## config.mk

```make
export PLATFORM = sky130hd
export DESIGN_NAME = txh_ctrl
export DESIGN_NICKNAME = d
export VERILOG_FILES = /design/src/rtl/txh_pkg.sv /design/src/rtl/txh_classify.sv /design/src/rtl/txh_status.sv /design/src/rtl/txh_ctrl.sv
export SDC_FILE = /design/constraint.sdc
export NUM_CORES = 1
export LEC_CHECK = 0
export BUFFER_PORTS_ARGS = -buffer_cell sky130_fd_sc_hd__buf_2
export CAP_MARGIN = 20
export CELL_PAD_IN_SITES_DETAIL_PLACEMENT = 0
export CELL_PAD_IN_SITES_GLOBAL_PLACEMENT = 1
export CORE_MARGIN = 2
export CORE_UTILIZATION = 16
export DETAILED_ROUTE_END_ITERATION = 8
export HOLD_SLACK_MARGIN = 0.03
export PLACE_DENSITY = 0.72
export RECOVER_POWER = 25
export SLEW_MARGIN = 20
export SYNTH_ARGS = -nofsm -noshare
export SYNTH_HDL_FRONTEND = slang
export SYNTH_SLANG_ARGS = --single-unit
```

## constraint.sdc

```tcl
create_clock -name clk -period 1.5 [get_ports clk]
set_input_delay 0.15 -clock clk [delete_from_list [all_inputs] [get_ports clk]]
set_output_delay 0.15 -clock clk [all_outputs]
set_load 0.05 [all_outputs]
```

## src/rtl/txh_pkg.sv

```systemverilog
package txh_pkg;

    localparam int NUM_RINGS_DFLT = 3;

    typedef struct packed {
        logic valid;
        logic ready;
        logic zero_len;
        logic addr_bad;
        logic ecc_bad;
    } fetch_t;

    typedef enum logic [1:0] {
        FETCH_NONE  = 2'd0,
        FETCH_CLEAN = 2'd1,
        FETCH_EMPTY = 2'd2,
        FETCH_ERROR = 2'd3
    } fetch_kind_e;

    // Error conditions take priority over the empty-ring condition.
    function automatic fetch_kind_e classify(input fetch_t f);
        if (!f.valid)
            return FETCH_NONE;
        else if (f.addr_bad || f.ecc_bad || (f.ready && f.zero_len))
            return FETCH_ERROR;
        else if (!f.ready)
            return FETCH_EMPTY;
        else
            return FETCH_CLEAN;
    endfunction

endpackage

```

## src/rtl/txh_classify.sv

```systemverilog
module txh_classify
    import txh_pkg::*;
#(
    parameter int NUM_RINGS = NUM_RINGS_DFLT
) (
    input  fetch_t               fetch [NUM_RINGS],
    output logic [NUM_RINGS-1:0] err_hit,
    output logic [NUM_RINGS-1:0] empty_hit
);
    for (genvar r = 0; r < NUM_RINGS; r++) begin : g_ring
        fetch_kind_e kind;
        assign kind         = classify(fetch[r]);
        assign err_hit[r]   = (kind == FETCH_ERROR);
        assign empty_hit[r] = (kind == FETCH_EMPTY);
    end
endmodule

```

## src/rtl/txh_status.sv

```systemverilog
module txh_status #(
    parameter int NUM_RINGS = 3
) (
    input  logic                 clk,
    input  logic                 rst,
    input  logic [NUM_RINGS-1:0] set_mask,
    input  logic [NUM_RINGS-1:0] clr_mask,
    input  logic                 err_any,
    output logic [NUM_RINGS-1:0] halt_q,
    output logic                 err_evt_q
);
    always_ff @(posedge clk) begin
        if (rst) begin
            halt_q    <= '0;
            err_evt_q <= 1'b0;
        end else begin
            // A set in the same cycle overrides a software clear.
            halt_q    <= (halt_q & ~clr_mask) | set_mask;
            err_evt_q <= err_any;
        end
    end
endmodule

```

## src/rtl/txh_ctrl.sv

```systemverilog
module txh_ctrl
    import txh_pkg::*;
#(
    parameter int NUM_RINGS = NUM_RINGS_DFLT
) (
    input  logic                 clk,
    input  logic                 rst,
    input  logic [NUM_RINGS-1:0] fetch_valid,
    input  logic [NUM_RINGS-1:0] fetch_ready,
    input  logic [NUM_RINGS-1:0] fetch_zero_len,
    input  logic [NUM_RINGS-1:0] fetch_addr_bad,
    input  logic [NUM_RINGS-1:0] fetch_ecc_bad,
    input  logic [NUM_RINGS-1:0] queue_en,
    input  logic                 graceful_stop,
    input  logic                 reg_wr_en,
    input  logic [NUM_RINGS-1:0] reg_wdata,
    output logic [NUM_RINGS-1:0] halt_vec,
    output logic                 tx_err_event,
    output logic [NUM_RINGS-1:0] dma_allowed
);
    localparam logic [NUM_RINGS-1:0] ALL_RINGS = {NUM_RINGS{1'b1}};

    fetch_t               fetch [NUM_RINGS];
    logic [NUM_RINGS-1:0] err_hit;
    logic [NUM_RINGS-1:0] empty_hit;
    logic                 err_any;
    logic [NUM_RINGS-1:0] set_mask;
    logic [NUM_RINGS-1:0] clr_mask;

    for (genvar r = 0; r < NUM_RINGS; r++) begin : g_pack
        assign fetch[r] = '{valid:    fetch_valid[r],
                            ready:    fetch_ready[r],
                            zero_len: fetch_zero_len[r],
                            addr_bad: fetch_addr_bad[r],
                            ecc_bad:  fetch_ecc_bad[r]};
    end

    txh_classify #(.NUM_RINGS(NUM_RINGS)) u_classify (
        .fetch     (fetch),
        .err_hit   (err_hit),
        .empty_hit (empty_hit)
    );

    assign err_any  = |err_hit;
    assign set_mask = err_any ? ALL_RINGS : empty_hit;
    assign clr_mask = reg_wr_en ? reg_wdata : '0;

    txh_status #(.NUM_RINGS(NUM_RINGS)) u_status (
        .clk       (clk),
        .rst       (rst),
        .set_mask  (set_mask),
        .clr_mask  (clr_mask),
        .err_any   (err_any),
        .halt_q    (halt_vec),
        .err_evt_q (tx_err_event)
    );

    assign dma_allowed = queue_en & ~halt_vec & ~{NUM_RINGS{graceful_stop}};
endmodule

```

### Word-level counts from Yosys, hierarchy flattened

Index checks and enable logic that the tools add are counted.

* register bits: 4
* bits of input ports: 25
* output and inout bits: 7
* word-level logic and storage cells: 36

* eq/ne operators: 6
* mux-type cells: 11
* bitwise logic cells: 7
* reduce and logical (&&, ||, !) cells: 10

Operators by type and width (number)
* $mux W2: 9
* $eq A2 B2 Y1 const B: 6
* $and A3 B3 Y3: 3
* $not A3 Y3: 3
* $logic_or A1 B1 Y1: 6
* $mux W3: 2
* $logic_and A1 B1 Y1: 3
* $or A3 B3 Y3: 1
* $reduce_or A3 Y1: 1

### Logic depth before layout (Yosys ltp)

Gate-level depths: netlist of run 1.

* word-level depth: 8
* depth in mapped cells: 3
* depth with buffers taken out: 3

### Hierarchy

Synthesis of run 1 repeated with hierarchy kept, for this count alone.

* cell total of the unflattened synthesis: 33
* area total of the unflattened synthesis: 304.0 sq um

Modules (own cells, without submodules)
* txh_status: instances 1, cells an instance 14, area an instance 131.4 sq um, sequential area each 80.1 sq um
* txh_classify: instances 1, cells an instance 9, area an instance 101.3 sq um, sequential area each 0.0 sq um
* txh_ctrl: instances 1, cells an instance 10, area an instance 71.3 sq um, sequential area each 0.0 sq um

### Worst setup path after synthesis of run 1

Ideal clock, no wire load.

* path kind: flip-flop to output port
* start point: reg u_status.halt_q[1]
* end point: out dma_allowed[1]
* data arrival time: 1.705 ns
* required time: 1.350 ns
* slack: -0.355 ns
* stages on the path, launching flop included: 2
* buffers on the path: 0
* cells stage by stage: dfxtp_1 > nor3b_1

* cells in the longest elaborated chain, start to end: 3

Ends and longest elaborated chain
* from (decl): line txh_status.sv:9 `output logic [NUM_RINGS-1:0] halt_q,`
* from (signal assigned): line txh_status.sv:18 `halt_q <= (halt_q & ~clr_mask) | set_mask;`
* $not A3 Y3: line txh_ctrl.sv:58 `assign dma_allowed = queue_en & ~halt_vec & ~{NUM_RINGS{graceful_stop}};`
* $and A3 B3 Y3 (2 in series): line txh_ctrl.sv:58
* to (decl): line txh_ctrl.sv:19 `output logic [NUM_RINGS-1:0] dma_allowed`

Every way passes these cells.

### Final worst setup path of run 1

* start point: reg u_status.err_evt_q
* end point: out tx_err_event

RTL lines
* from (decl): line txh_status.sv:10 `output logic err_evt_q`
* from (signal assigned): line txh_status.sv:19 `err_evt_q <= err_any;`
* to (decl): line txh_ctrl.sv:18 `output logic tx_err_event,`

No word-level cell between the ends.

==> results.txt, run 1 <==
Total I/O pin count -> 32
Cts hold-fix bufs -> 0
Worst path max stage delay -> 460 ps
Cell total after placement -> 71
Worst-Margin Slew -> 592.7 ps
Die area -> 0.001698 mm^2
FF+latch count, synth -> 4
Slew margin rel. -> 60.65%
EDFF count, synth -> 0
Worst-path cell chain -> clkbuf_1
Crit path from -> u_status.err_evt_q
Die Y -> 41.21 um
Top cell type's share of synthesized area -> 36.16%
Netlist cell types -> 11
Synth Cell Area -> 221.5 um^2
CP required -> 1350 ps
Synth area leaders -> dfxtp_1 36%, a211o_1 12%, a21oi_1 11%
Critical Path Start Type -> register
Pwr Density -> 852.4 mW/mm^2
Maximum vdd ir drop -> 393.2 uV
Avg Vias per Cell -> 4.473
Clk_skew -> 0 ps
Initial Util -> 17.02%
Ys flop type -> dfxtp_1
Count leader, synth -> a21oi_1
Num CTS Buffers -> 3
Ys Warns -> 0
Row count -> 13
Post-synth top area cell -> dfxtp_1
Wire per inst -> 9.797 um
Routability cong. -> 0.6805
First-pass GRT wire length -> 1110 um
RSZ-0062 raised after global routing -> no
Drt first pass iters -> 4
Root Buffer -> clkbuf_4
DRC Markers -> 0
Critical Path End Type -> output pin
Layout area overhead -> 94.92%
Setup TNS -> 0 ps
Top cells by count, synth -> 5 x a21oi_1, 4 x dfxtp_1, 3 x a211o_1, 3 x nand2_1, 3 x nor3b_1
Fillers -> 147
Worst Path Arrival -> 980 ps
Post-synth ARST share -> 0%
Critical path buffers and inverters -> 1
Share of cells above drive strength 1 -> 62.71%
HPWL Detailed -> 652 um
CP max stage cell -> clkbuf_1
Slew Limit Fails -> 0
Total Routing Usage GR -> 10.93%
CTS clk-pin slew, worst paths -> 40 ps
Initial antenna violation count -> 0
Final Cycle Share -> 75.32%
Finished Layout Cells -> 74
Setup violators final -> 0
Outcome -> finished, final reports clean
Fin crit period -> 1130 ps
Mean area per synthesized cell -> 8.858 um^2
Delay-heaviest family, CP -> buffers and inverters
Reg-to-reg critical path startpoint -> u_status.halt_q[0]
Leakage -> 0.0002227 uW
Net Count, Synth -> 50
DRT Wirelength -> 725 um
Iter 0 DRT Violations -> 2
Sequential share of the synthesized area -> 36.16%
Clk sinks -> 4
H-tree levels -> 1
F_max -> 885.1 MHz
Core Region -> 0.001301 mm^2
Skew-Pair Late Insertion Delay -> 230 ps
Via count -> 331
Final Hold Vio Count -> 0
Worst Hold Class -> input port to register
Largest net degree at the start of global routing -> 5
Antenna cell count -> 0
CTS resizes -> 0
Number of global-route vias before repair -> 319
Mapped Cells -> 25
Post-route ant nets -> 0
Die Wd -> 41.21 um
Post-CTS Setup Inserts -> 0
GR Overflow Total -> 0
Hold Startpoint -> rst
Clock buffer depth -> 2
Buffers on Ports -> 31
TritonCTS clock tree -> built
Crit Path Max Fanout -> 1
Fin nets -> 86
Critical path type -> register to output pin
MaxCap Viol Count -> 0
==> placed cells by master (no fill, tap or decap) <==
| master | instances |
|---|---|
| or4b_1 | 1 |
| buf_2 | 30 |
| a21oi_1 | 5 |
| a222oi_1 | 1 |
| nor3b_2 | 3 |
| nand2_1 | 3 |
| dfxtp_1 | 4 |
| a211o_1 | 3 |
| clkbuf_1 | 1 |
| a22oi_1 | 2 |
| nor2_1 | 1 |
| nor4b_1 | 1 |
| and2b_2 | 1 |
| clkbuf_4 | 3 |
==> final cells by class <==
cell class	count	area, um^2	area share, %
Sequential cell	4	80.08	18.55
Clock buffer	3	22.52	5.217
Timing Repair Buffer	31	153.9	35.65
Multi-Input combinational cell	21	156.4	36.23
Tap cell	15	18.77	4.348
==> stage by stage <==
step	setup slack, ps	cell area [um^2]	total power (uW)	hold WS [ps]	utilization (%)
2_1_floorplan	127.2	236.5	191.4	219.1	-
3_3_place_gp	230.0	410.4	243.6	363.2	31.54
3_5_place_dp	220.2	410.4	244.1	362.2	31.54
4_1_cts	355.1	432.9	379.0	115.1	33.27
5_1_grt	297.0	431.7	403.3	122.4	33.17
6_report	370.2	431.7	368.0	122.2	33.17
==> worst paths after layout <==
kind                            cells after the start  slack, ps            endpoint
worst min-delay path                                2        120  u_status.halt_q[2]
worst max register to register                      2        820  u_status.halt_q[0]
worst max-delay path                                1        370        tx_err_event
worst min register to register                      2        560  u_status.halt_q[2]
==> registers in the layout, indices dropped and copies added, names as in the netlist <==
register            count
u_status.halt_q         3
u_status.err_evt_q      1
==> logic make-up after synthesis <==
logic type         after synthesis  share of synthesized area (%)
AOI/OAI and AO/OA               11                          34.46
and+or+nand+nor                 10                          29.38
DFF                              4                          36.16
==> per-layer routing <==
layer | vias up | track usage [%] | part of all wire (%)
met1 | 143 | 9.709 | 41
met3 | 0 | 8.152 | 13
met4 | 0 | 4.839 | 0
met2 | 18 | 18.36 | 46
li1 | 170 | - | -
met5 | - | 0 | 0
==> power by group <==
part,switching (uW),internal [uW]
clock network,38.5,89.1
registers,5.62,116
logic,72.9,46.3
total,117,251
No activity file was read; power rests on OpenSTA's default activity.
==> inputs of run 2 (changes only) <==
Clock period 1.5 ns to 1.1 ns, I/O delays scaled along.
==> run 2 against run 1 <==
  * Cell area up 9.9%
  * Clock-buffer cell count unchanged
  * Worst hold slack worse by 50 ps
  * Clock power up 35%
  * Routed wire length down 1.5%
  * Die area unchanged
  * Final cell count up 1.4%
==> results.txt, run 2 (synthesis gave the netlist of run 1 again) <==
Outcome -> finished, final reports clean
Critical path type -> register to output pin
Iter 0 DRT Violations -> 4 (+2)
Switching pwr -> 165.2 uW (+41%)
Clk_skew -> 0 ps (unchanged)
Most common cell after layout, fill and taps aside -> buf_2
Skew-Pair Late Insertion Delay -> 230 ps (about the same)
Commonest non-fill, non-tap cells in the layout -> 27 x buf_2, 5 x a21oi_1
Buffers on Ports -> 31 (unchanged)
Number of global-route vias before repair -> 285 (-11%)
CTS clk-pin slew, worst paths -> 40 ps (about the same)
Share of cells above drive strength 1 -> 70.00% (+7.3 points)
Total I/O pin count -> 32 (unchanged)
Die area -> 0.001698 mm^2 (unchanged)
CTS resizes -> 3 (+3)
Antenna cell count -> 0 (unchanged)
Worst Path Arrival -> 940 ps (-40 ps)
Top Registers -> u_status.halt_q x3, u_status.err_evt_q x1
Wire per inst -> 9.520 um (-2.8%)
Cts hold-fix bufs -> 0 (unchanged)
Clk sinks -> 4 (unchanged)
GR Overflow Total -> 0 (unchanged)
Hold slack -> 72.43 ps (-49.77 ps)
DRT Wirelength -> 714 um (-1.5%)
First-pass GRT wire length -> 966 um (-13%)
Clock Power Share -> 33.2% (-1.5 points)
Int Power -> 357.5 uW (+42%)
Worst-Margin Slew -> 297.0 ps (-295.7 ps)
Maximum vdd ir drop -> 297.0 uV (-24%)
Critical path buffers and inverters -> 1 (unchanged)
Place WS -> -94.69 ps (-314.9 ps)
Delay-heaviest family, CP -> flip-flops
Worst path max stage delay -> 330 ps (-130 ps)
CP required -> 990 ps (-360 ps)
Max FFs per register -> 3 (unchanged)
Routability cong. -> 0.6994 (+2.8%)
Worst-path cell chain -> nor3b_4 > buf_4
Num CTS Buffers -> 3 (unchanged)
Die Y -> 41.21 um (unchanged)
F_max -> 948.3 MHz
Critical Path Start Type -> register
CP max stage cell -> dfxtp_2
Sw frac -> 31.61% (-0.18 points)
Via count -> 339 (+2.4%)
Die Wd -> 41.21 um (unchanged)
Post-CTS Setup Inserts -> 0 (unchanged)
Avg Vias per Cell -> 4.520 (+1.1%)
Initial Util -> 17.02% (unchanged)
Core Region -> 0.001301 mm^2 (unchanged)
Fin crit period -> 1055 ps
Row count -> 13 (unchanged)
Combinational fraction of design power -> 34.2% (+1.8 points)
Final Hold Vio Count -> 0 (unchanged)
Slew Limit Fails -> 0 (unchanged)
Final worst slack -> 45.48 ps (-324.7 ps)
TritonCTS clock tree -> built
RSZ-0062 raised after global routing -> no
Largest register by flop count -> u_status.halt_q
Fin nets -> 87 (+1.2%)
Final Cycle Share -> 95.87%
Clock buffer depth -> 2 (unchanged)
Total Routing Usage GR -> 9.030% (-1.9 points)
Critical Path End Type -> output pin
Root Buffer -> clkbuf_4
Initial antenna violation count -> 0 (unchanged)
Post-route ant nets -> 0 (unchanged)
Pwr Density -> 1102 mW/mm^2 (+29%)
Largest net degree at the start of global routing -> 5 (unchanged)
Layout area overhead -> 114.1%
Slew margin rel. -> 79.92% (+19 points)
MaxCap Viol Count -> 0 (unchanged)
DRC Markers -> 0 (unchanged)
Worst Hold Class -> input port to register
Crit Path Max Fanout -> 3 (+2)
Drt first pass iters -> 4 (unchanged)
Sequential share of power -> 32.6% (-0.3 points)
H-tree levels -> 1 (unchanged)
Setup violators final -> 0 (unchanged)
HPWL Detailed -> 622.9 um (-4.5%)
Leakage -> 0.0002403 uW (+7.9%)
[run 2: power by group through the flow]
| stage | combinational [uW] | clock (uW) | sequential (uW) |
|---|---|---|---|
| 6_report | 179 | 173 | 171 |
| 5_1_grt | 194 | 194 | 172 |
| 3_3_place_gp | 174 | 0 | 173 |
| 3_5_place_dp | 175 | 0 | 173 |
| 4_1_cts | 179 | 185 | 171 |
| 2_1_floorplan | 58.8 | 0 | 213 |
[run 2: routing by layer]
metal  vias up  track usage (%)  part of all wire, %  wire (um)
met5         -                0                    0          0
met4         0            8.871                    0          0
met3         0            1.087                   13         96
met2        23            15.63                   49        352
met1       144            9.061                   37        266
li1        172                -                    -          -
[run 2: layout make-up]
cell class | instances | area, um^2
multi-input cells | 21 | 175.2
repair buffers | 32 | 173.9
well taps | 15 | 18.77
clock buffers | 3 | 22.52
flip-flops and latches | 4 | 83.83
fillers | 155 | 827.0
[run 2: path summary, 6_finish.rpt]
| path | from | endpoint | slack, ps | cells past startpoint |
|---|---|---|---|---|
| setup / recovery | u_status.halt_q[2] | dma_allowed[2] | 50 | 2 |
| hold / removal | rst | u_status.halt_q[2] | 70 | 2 |
| setup reg to reg | u_status.halt_q[0] | u_status.halt_q[0] | 400 | 2 |
| hold reg to reg | u_status.halt_q[2] | u_status.halt_q[2] | 550 | 2 |
[run 2: metrics by stage]
step	area [um^2]	power, uW	TNS (ps)	cells	utilization (%)
CTS	470.5	534.4	0	75	36.15
floorplan	259.0	271.5	0	25	-
global placement	440.4	346.7	-297.4	72	33.85
finish	474.2	522.8	0	75	36.44
global route	474.2	559.9	0	75	36.44
detailed placement	440.4	347.6	-267.6	72	33.85
==> inputs of run 3 (changes only) <==
--- a/config.mk
+++ b/config.mk
@@ -10,9 +10,10 @@
 export CELL_PAD_IN_SITES_DETAIL_PLACEMENT = 0
 export CELL_PAD_IN_SITES_GLOBAL_PLACEMENT = 1
-export CORE_MARGIN = 2
-export CORE_UTILIZATION = 16
+export CORE_MARGIN = 5
+export CORE_UTILIZATION = 17
+export CTS_BUF_LIST = sky130_fd_sc_hd__clkbuf_8
 export DETAILED_ROUTE_END_ITERATION = 8
 export HOLD_SLACK_MARGIN = 0.03
-export PLACE_DENSITY = 0.72
+export PLACE_DENSITY = 0.76
 export RECOVER_POWER = 25
 export SLEW_MARGIN = 20
==> constraint.sdc (replaced) <==
create_clock -name clk -period 1.1 [get_ports clk]
set_input_delay 0.11 -clock clk [delete_from_list [all_inputs] [get_ports clk]]
set_output_delay 0.11 -clock clk [all_outputs]
set_load 0.01 [all_outputs]
==> run 3 against run 2 <==
  * Register-to-register slack is essentially flat
  * Non-clock buffer count shrank 1
  * First-iteration DRC count increased by 75%
  * Power increased by 11%
  * Clock skew is the same
  * Sequential share of layout area is 0.77 points higher
  * Routed wire length is 25% higher
  * Maximum frequency grew 4.8%
  * Via count is 2.9% lower
  * Die area up 25%
  * Core utilization is 2.2 points lower
  * Cell area decreased by 8.4%
  * Critical endpoint is now u_status.halt_q[1]
  * Largest cell class is now non-clock buffers
==> results.txt, run 3 (synthesis gave the netlist of run 1 again) <==
Share of cells above drive strength 1 -> 55.93% (-14 points)
Die Wd -> 46.10 um (+12%)
Post-CTS Setup Inserts -> 0 (unchanged)
Place WS -> -146.0 ps (-51.31 ps)
Critical Path End Type -> register
Critical path type -> input port to register
M1 GR Usage -> 9.745% (+0.68 points)
F_max -> 993.7 MHz (+4.8%)
Final Cycle Share -> 91.48% (-4.4 points)
Slew margin rel. -> 71.36% (-8.6 points)
Row count -> 13 (unchanged)
Clk_skew -> 0 ps (unchanged)
Met2 Usage GRT -> 12.09% (-3.5 points)
MaxCap Viol Count -> 0 (unchanged)
Final Hold Vio Count -> 0 (unchanged)
DRC Markers -> 0 (unchanged)
Max FFs per register -> 3 (unchanged)
Clk sinks -> 4 (unchanged)
Buffers on Ports -> 31 (unchanged)
Clock buffer depth -> 2 (unchanged)
GR Layer Usage met3 -> 4.297% (+3.2 points)
Setup violators final -> 0 (unchanged)
Worst Hold Class -> input port to register
CTS clk-pin slew, worst paths -> 30 ps (about the same)
HPWL Detailed -> 757.2 um (+22%)
Worst-path cell chain -> buf_2 > a211o_1 > a222oi_1 > a21oi_1
Wire per inst -> 12.04 um (+26%)
Number of global-route vias before repair -> 308 (+8.1%)
Critical path buffers and inverters -> 1 (unchanged)
First-pass GRT wire length -> 1221 um (+26%)
Outcome -> finished, final reports clean
CTS resizes -> 0 (-3)
Cell total after placement -> 71 (-1.4%)
Top Registers -> u_status.halt_q x3, u_status.err_evt_q x1
Delay-heaviest family, CP -> compound AO/OA/AOI/OAI gates
Sequential standard cell area -> 80.08 um^2 (-4.5%)
H-tree levels -> 1 (unchanged)
Via count -> 329 (-2.9%)
Maximum vdd ir drop -> 442.2 uV (+49%)
Multi-input gate area -> 141.4 um^2 (-19%)
Fin nets -> 86 (-1.1%)
Final Core Density -> 34.22% (-2.2 points)
GR Overflow Total -> 0 (unchanged)
Post-route ant nets -> 0 (unchanged)
Drt first pass iters -> 4 (unchanged)
Largest net degree at the start of global routing -> 5 (unchanged)
Root Buffer -> clkbuf_8
Fin crit period -> 1006 ps (-48.19 ps)
Worst Path Arrival -> 1080 ps (+140 ps)
Power Total -> 581.3 uW (+11%)
Die area -> 0.002125 mm^2 (+25%)
Slew Limit Fails -> 0 (unchanged)
Avg Vias per Cell -> 4.446 (-1.6%)
Most common cell after layout, fill and taps aside -> buf_2
Initial antenna violation count -> 0 (unchanged)
Total I/O pin count -> 32 (unchanged)
Commonest non-fill, non-tap cells in the layout -> 29 x buf_2, 5 x a21oi_1, 4 x dfxtp_1
Layout area overhead -> 96.05%
Worst path max stage delay -> 440 ps (+110 ps)
CP max stage cell -> a222oi_1
Worst-Margin Slew -> 429.7 ps (+132.7 ps)
RSZ-0062 raised after global routing -> no
Die Y -> 46.10 um (+12%)
CP required -> 1170 ps (+180 ps)
Antenna cell count -> 0 (unchanged)
Pwr Density -> 1339 mW/mm^2 (+21%)
TritonCTS clock tree -> built
Layer with the highest usage -> met2
Core Region -> 0.001269 mm^2 (-2.5%)
Skew-Pair Late Insertion Delay -> 220 ps (about the same)
Routability cong. -> 0.6701 (-4.2%)
Fillers -> 146 (-5.8%)
DRT Wirelength -> 891 um (+25%)
Largest register by flop count -> u_status.halt_q
Final worst slack -> 93.67 ps (+48.19 ps)
Finished Layout Cells -> 74 (-1.3%)
Iter 0 DRT Violations -> 7 (+3)
Num CTS Buffers -> 3 (unchanged)
Critical Path Start Type -> input port
Leakage -> 0.0002218 uW (-7.7%)
Crit Path Max Fanout -> 3 (unchanged)
Initial Util -> 17.46% (+0.44 points)
Total Routing Usage GR -> 8.399% (-0.63 points)
-- run 3: changes by cell type in the layout (fill, tap and decap cells not counted) --
cell      previous run  this run
dfxtp_1              1         4
buf_4                3         0
clkbuf_8             0         3
nor3b_1              0         3
clkbuf_4             3         0
buf_6                1         0
clkbuf_1             0         2
dfxtp_2              3         0
buf_2               27        29
nor3b_4              3         0
clkbuf_2             1         0
-- run 3: layer usage --
layer | vias up | wire length (um)
met3 | 0 | 156
met1 | 134 | 350
met2 | 25 | 384
met4 | 0 | 0
met5 | - | 0
li1 | 170 | -
-- run 3: final timing paths --
| check | from | end | slack [ps] | depth (start not counted) |
|---|---|---|---|---|
| max | fetch_ready[2] | u_status.halt_q[1] | 90 | 4 |
| min | rst | u_status.halt_q[2] | 90 | 2 |
| max reg2reg | u_status.halt_q[0] | u_status.halt_q[0] | 410 | 2 |
| min reg2reg | u_status.halt_q[2] | u_status.halt_q[2] | 560 | 2 |
-- run 3: area by class of cell --
type	count	area share [%]
multi-input combinational	21	32.56
sequential	4	18.44
clock buffer	3	9.510
timing repair buffer	31	35.16
tap	15	4.323
-- run 3: report_power, final --
part           internal (uW)  switching, uW  total [uW]
Combinational           60.3           49.1         109
Clock                    233           73.6         307
Sequential               158           7.37         165
Total                    451            130         581
-- run 3: repair_timing --
item,CTS,global route
endpoints found under the hold margin,0,0
setup endpoints to repair,0,1
hold buffers,0,0
-- run 3: stage by stage --
step	setup TNS (ps)	instance area (um^2)	hold WS, ps
final	0	434.2	91.45
after global routing	0	434.2	104.2
after CTS	0	436.7	90.44
after detailed placement	-411.8	395.4	316.6
after global placement	-361.1	395.4	319.4
after floorplan	0	221.5	179.1
